## src/rtl/busy_pkg.sv

```systemverilog
package busy_pkg;

  localparam logic [1:0] ADDR_HOLD = 2'd0;
  localparam logic [1:0] ADDR_HI   = 2'd1;
  localparam logic [1:0] ADDR_LO   = 2'd2;

  // strobes from control to datapath
  typedef struct packed {
    logic       wrHold;
    logic       rdEn;
    logic [1:0] rdAddr;
    logic       snapHi;
    logic       cntInc;
    logic       cntClr;
  } busyStrobes_t;

endpackage

```

## src/rtl/busy_ctrl.sv

```systemverilog
module busy_ctrl
  import busy_pkg::*;
#(
  parameter int TICK_CYCLES = 400,
  parameter int HOLD_W      = 16
) (
  input  logic              clk,
  input  logic              rstN,
  input  logic              l0Pulse,
  input  logic              bufFull,
  input  logic              cntClr,
  input  logic [1:0]        regAddr,
  input  logic              regWrEn,
  input  logic              regRdEn,
  input  logic [HOLD_W-1:0] holdVal,
  output logic              busy,
  output busyStrobes_t      strb
);

  localparam int PRE_W = $clog2(TICK_CYCLES);
  localparam logic [PRE_W-1:0] PRE_LAST = PRE_W'(TICK_CYCLES - 1);

  logic [PRE_W-1:0]  preCnt;
  logic [HOLD_W-1:0] holdCnt;
  logic              holdActive;
  logic              l0Accept;

  assign holdActive = (holdCnt != '0);
  assign l0Accept   = l0Pulse && (holdVal != '0);

  // hold countdown with a divider that restarts on each accepted L0
  always_ff @(posedge clk or negedge rstN) begin
    if (!rstN) begin
      preCnt  <= '0;
      holdCnt <= '0;
    end else if (l0Accept) begin
      preCnt  <= '0;
      holdCnt <= holdVal;
    end else if (holdActive) begin
      if (preCnt == PRE_LAST) begin
        preCnt  <= '0;
        holdCnt <= holdCnt - 1'b1;
      end else begin
        preCnt <= preCnt + 1'b1;
      end
    end
  end

  assign busy = holdActive | bufFull;

  always_comb begin
    strb.wrHold = regWrEn && (regAddr == ADDR_HOLD);
    strb.rdEn   = regRdEn;
    strb.rdAddr = regAddr;
    strb.snapHi = regRdEn && (regAddr == ADDR_LO);
    strb.cntInc = busy;
    strb.cntClr = cntClr;
  end

  assert_l0_load_R2: assert property (@(posedge clk) disable iff (!rstN)
    (l0Pulse && holdVal != '0) |=> (holdCnt == $past(holdVal) && preCnt == '0));

  assert_reload_R3: assert property (@(posedge clk) disable iff (!rstN)
    (l0Pulse && holdActive && holdVal != '0) |=> holdCnt == $past(holdVal));

  assert_zero_hold_ignored_R4: assert property (@(posedge clk) disable iff (!rstN)
    (l0Pulse && holdVal == '0 && !holdActive) |=> !holdActive);

  assert_full_forces_busy_R5: assert property (@(posedge clk) disable iff (!rstN)
    bufFull |-> busy);

  assert_prescale_range_R10: assert property (@(posedge clk) disable iff (!rstN)
    preCnt <= PRE_LAST);

  assert_idle_divider_R10: assert property (@(posedge clk) disable iff (!rstN)
    (!holdActive && !l0Pulse) |=> $stable(preCnt));

endmodule

```

## src/rtl/busy_dpath.sv

```systemverilog
module busy_dpath
  import busy_pkg::*;
#(
  parameter int          REG_W    = 16,
  parameter logic [15:0] HOLD_RST = 16'h000A
) (
  input  logic             clk,
  input  logic             rstN,
  input  busyStrobes_t     strb,
  input  logic [REG_W-1:0] wrData,
  output logic [REG_W-1:0] holdVal,
  output logic [REG_W-1:0] rdData
);

  localparam int CNT_W = 2 * REG_W;

  logic [REG_W-1:0] holdReg;
  logic [CNT_W-1:0] busyTime;
  logic [REG_W-1:0] snapHi;

  always_ff @(posedge clk or negedge rstN) begin
    if (!rstN) holdReg <= REG_W'(HOLD_RST);
    else if (strb.wrHold) holdReg <= wrData;
  end

  assign holdVal = holdReg;

  // clear wins over increment
  always_ff @(posedge clk or negedge rstN) begin
    if (!rstN) busyTime <= '0;
    else if (strb.cntClr) busyTime <= '0;
    else if (strb.cntInc) busyTime <= busyTime + 1'b1;
  end

  always_ff @(posedge clk or negedge rstN) begin
    if (!rstN) snapHi <= '0;
    else if (strb.snapHi) snapHi <= busyTime[CNT_W-1:REG_W];
  end

  always_ff @(posedge clk or negedge rstN) begin
    if (!rstN) begin
      rdData <= '0;
    end else if (strb.rdEn) begin
      case (strb.rdAddr)
        ADDR_HOLD: rdData <= holdReg;
        ADDR_HI:   rdData <= snapHi;
        ADDR_LO:   rdData <= busyTime[REG_W-1:0];
        default:   rdData <= '0;
      endcase
    end
  end

  assert_cnt_step_R6: assert property (@(posedge clk) disable iff (!rstN)
    (strb.cntInc && !strb.cntClr) |=> busyTime == $past(busyTime) + 1'b1);

  assert_cnt_hold_R6: assert property (@(posedge clk) disable iff (!rstN)
    (!strb.cntInc && !strb.cntClr) |=> $stable(busyTime));

  assert_clear_R7: assert property (@(posedge clk) disable iff (!rstN)
    strb.cntClr |=> busyTime == '0);

  assert_snapshot_R8: assert property (@(posedge clk) disable iff (!rstN)
    strb.snapHi |=> snapHi == $past(busyTime[CNT_W-1:REG_W]));

  assert_hold_write_R9: assert property (@(posedge clk) disable iff (!rstN)
    strb.wrHold |=> holdReg == $past(wrData));

endmodule

```

## src/rtl/trig_busy_gen.sv

```systemverilog
module trig_busy_gen
  import busy_pkg::*;
#(
  parameter int          TICK_CYCLES = 400,
  parameter int          REG_W       = 16,
  parameter logic [15:0] HOLD_RST    = 16'h000A
) (
  input  logic             clk,
  input  logic             rstN,
  input  logic             l0Pulse,
  input  logic             bufFull,
  input  logic             cntClr,
  input  logic [1:0]       regAddr,
  input  logic             regWrEn,
  input  logic [REG_W-1:0] regWrData,
  input  logic             regRdEn,
  output logic [REG_W-1:0] regRdData,
  output logic             busy
);

  busyStrobes_t     strb;
  logic [REG_W-1:0] holdVal;

  busy_ctrl #(
    .TICK_CYCLES (TICK_CYCLES),
    .HOLD_W      (REG_W)
  ) uCtrl (
    .clk     (clk),
    .rstN    (rstN),
    .l0Pulse (l0Pulse),
    .bufFull (bufFull),
    .cntClr  (cntClr),
    .regAddr (regAddr),
    .regWrEn (regWrEn),
    .regRdEn (regRdEn),
    .holdVal (holdVal),
    .busy    (busy),
    .strb    (strb)
  );

  busy_dpath #(
    .REG_W    (REG_W),
    .HOLD_RST (HOLD_RST)
  ) uDpath (
    .clk     (clk),
    .rstN    (rstN),
    .strb    (strb),
    .wrData  (regWrData),
    .holdVal (holdVal),
    .rdData  (regRdData)
  );

endmodule

```

## config.mk

```make
export PLATFORM = sky130hd
export DESIGN_NAME = trig_busy_gen
export DESIGN_NICKNAME = d
export VERILOG_FILES = /design/src/rtl/busy_pkg.sv /design/src/rtl/busy_ctrl.sv /design/src/rtl/busy_dpath.sv /design/src/rtl/trig_busy_gen.sv
export SDC_FILE = /design/constraint.sdc
export NUM_CORES = 1
export LEC_CHECK = 0
export BUFFER_PORTS_ARGS = -buffer_cell sky130_fd_sc_hd__buf_2
export CAP_MARGIN = 20
export CORE_ASPECT_RATIO = 0.9
export CORE_MARGIN = 1
export CORE_UTILIZATION = 25
export DETAILED_ROUTE_END_ITERATION = 16
export HOLD_SLACK_MARGIN = 0.12
export PLACE_DENSITY = 0.39
export SKIP_CTS_REPAIR_TIMING = 1
export SYNTH_ARGS = -nofsm -noshare
export SYNTH_HDL_FRONTEND = slang
export SYNTH_HIERARCHICAL = 1
export SYNTH_SLANG_ARGS = --single-unit
```

## constraint.sdc

```tcl
create_clock -name clk -period 4.32 [get_ports clk]
set_input_delay 0.432 -clock clk [delete_from_list [all_inputs] [get_ports clk]]
set_output_delay 0.432 -clock clk [all_outputs]
set_load 0.02 [all_outputs]
```

==> impl_metrics.ini <==
[run_status]
status = completed

[grt]
grt_pass1_wl_mm = 23.2
grt_max_degree = 81
grt_usage = 0.140
grt_antenna_before_repair = 2
grt_pass1_vias = 4023
grt-ovfl-total = 0

[timing]
hold_viol_final = 0
worst_clock_skew_ns = 0.0104
setup_viol = 0
min_period_ns = 3.23
rsz0062_at_grt = no
worst_pin_slew_ns = 0.732
setup_tns_ns = 0
max_freq_mhz = 310
slew_headroom = 0.510
drv_slew = 0
final.period_utilization = 0.748

[floorplanning]
row_count = 50
fp.dieW_um = 155
die_h_um = 140
initial_core_util = 0.255
core_area_um2 = 20800
die_area_um2 = 21700
io_pins = 42

[setup_path]
reg2reg_to = uDpath/busyTime[26]
crit_path_max_incr_delay_ns = 0.64
critical_path_arrival_ns = 3.46
crit-reg2reg-launch = uCtrl/holdCnt[0]
required_ns = 4.55
reg2reg_depth = 10
critPathMaxFanout = 16
crit_cells = 10
cp-end-kind = register
crit_family = simple AND/OR/NAND/NOR gates
crit_path_start_kind = register
path_class = register to register
cp_slowest_cell = and4_1
cp_cell_sequence = inv_1 -> ha_1 -> nor3b_1 -> and4_1 -> nand2b_1 -> o2111ai_1 -> buf_4 -> or3_1 -> or4_1 -> a21oi_1
reg2reg_setup_slack_ns = 1.09
critical_path_buf_inv_count = 2

[place]
dpl.hpwl_mm = 10.2
port_buffers = 41
place_congestion = 0.754

[clock_tree]
clock_tree.htree_level_count = 3
clock-sinks = 105
cts_tree = yes
clk_latency_ns = 0.36
numCtsBuffers = 9
path_clk_slew_ns = 0.08
cts_root_buffer = clkbuf_16
cts_buffer_depth = 2

[synthesis]
syn_area_um2 = 5290
synth_warnings = 6
yosysTopAreaCell = dfrtp_1
yosysUniqueCellTypes = 49
seq_area_frac_synth = 0.497
syn_nets = 552
avgSynthCellArea_um2 = 10.1
synth_top_area_frac = 0.487
ys_seq_elements = 105
synth_area_leaders = dfrtp_1 (49%), mux2_2 (7.0%), a21oi_1 (5.3%)
synth_ff_type = dfrtp_1
synth_edf_count = 0
async_flop_share = 1.00
synth_cells = 524

[finish]
fill_cells = 2223
drive_gt1_frac = 0.196
mostFrequentLayoutCell = dfrtp_1
diodes = 0
fin_util = 0.292
area_delta_synth_final_pct = 14.7
nNetsFinal = 578
layout.cells.most_common_list = dfrtp_1 (103), nor2_1 (59), a21oi_1 (56), buf_2 (40), mux2_2 (33)

[power]
p_clk_frac = 0.373
power.density_nw_per_um2 = 375
ir_drop_mv = 0.177
power_w = 0.00227
p_switching_w = 0.000642
p_sw_frac = 0.282
seqPwrFrac = 0.509
leakage_nw = 2.48
pwr-share-comb = 0.118
p_int_w = 0.00163

[hold_path]
hold_class = primary input to register
min_delay_path_depth = 2
hold_end = uDpath/holdVal[8]
hp-start = regWrData[8]

[flow_run]
max-cap-violations = 0

[detailed_routing]
drcViolationCount = 0
wirelength_mm = 14.2
drt-initial-drc-count = 208
viasPerCell = 4.72
drt_pass1_iterations = 5
wl_per_cell_um = 16.8
vias = 3968
ant_nets = 0
==> synth_stat cells, drive strengths merged (3+ instances only) <==
master / instances
a21oi: 56
and4: 7
buf: 14
clkbuf: 19
dfrtp: 103
ha: 3
inv: 11
mux2: 33
mux2i: 19
nand2: 30
nand3: 13
nand4: 16
nor2: 59
nor3: 17
nor4: 14
nor4b: 3
o21ai: 19
o31ai: 11
or3: 8
or4: 16
xnor2: 20
xor2: 9
==> worst max-delay path by stage <==
| stage | from | endpoint |
|---|---|---|
| final | uCtrl/holdCnt[0] | uDpath/busyTime[26] |
| after CTS | uCtrl/holdCnt[0] | uDpath/busyTime[24] |
| after detailed placement | uCtrl/holdCnt[0] | uDpath/busyTime[24] |
| after floorplan | uCtrl/holdCnt[0] | uDpath/busyTime[29] |
| after global routing | uCtrl/holdCnt[1] | uDpath/busyTime[26] |
| after global placement | uCtrl/holdCnt[0] | uDpath/busyTime[26] |
==> metrics by stage <==
| stage | setup WS [ns] | instances | hold WS [ns] | cell area [µm²] |
|---|---|---|---|---|
| 2_1_floorplan | 1.12 | 524 | 0.136 | 5290 |
| 3_3_place_gp | 1.19 | 822 | 0.490 | 5720 |
| 3_5_place_dp | 1.12 | 822 | 0.497 | 5720 |
| 4_1_cts | 1.05 | 838 | 0.289 | 6020 |
| 5_1_grt | 0.773 | 841 | 0.293 | 6070 |
| 6_report | 1.09 | 841 | 0.300 | 6070 |
==> logic make-up (layout without fill, tap and decap cells) <==
group	after synthesis	count (layout)	share of synthesized area
buffers and inverters	45	76	0.0433
AND/OR/NAND/NOR	195	195	0.197
adder cells (fa/ha/maj)	3	3	0.00710
AO/OA/AOI/OAI	95	95	0.101
XOR/XNOR	29	29	0.0480
multiplexers	52	52	0.106
flip-flops	105	105	0.497
==> flip-flops by register name (all words and copies together) (netlist names) <==
| name | flops |
|---|---|
| uCtrl/preCnt | 9 |
| uDpath/holdVal | 16 |
| uDpath/rdData | 16 |
| uCtrl/holdCnt | 16 |
| uDpath/snapHi | 16 |
| uDpath/busyTime | 32 |
==> layer usage <==
layer | GRT usage | vias up | routed length, µm
li1 | - | 1944 | -
met3 | 0.0350 | 16 | 632
met2 | 0.204 | 53 | 6200
met5 | 0 | - | 26
met1 | 0.202 | 1951 | 7080
met4 | 0.0459 | 4 | 215
==> power groups by stage <==
stage	registers [W]	logic, W	clock network [W]
global placement	0.00117	0.000267	0
finish	0.00116	0.000268	0.000847
detailed placement	0.00117	0.000267	0
CTS	0.00116	0.000269	0.000887
global route	0.00117	0.000301	0.000921
floorplan	0.00116	0.000166	0
==> cell type report <==
type	count	area (µm²)	area share
well taps	286	358	0.0590
clock buffers	9	225	0.0371
repair buffers	49	290	0.0479
multi-input cells	374	2440	0.402
clock inverters	7	80.1	0.0132
inverters	11	41.3	0.00681
flip-flops and latches	105	2630	0.434
Note: power is estimated with default switching activity, not from simulation.
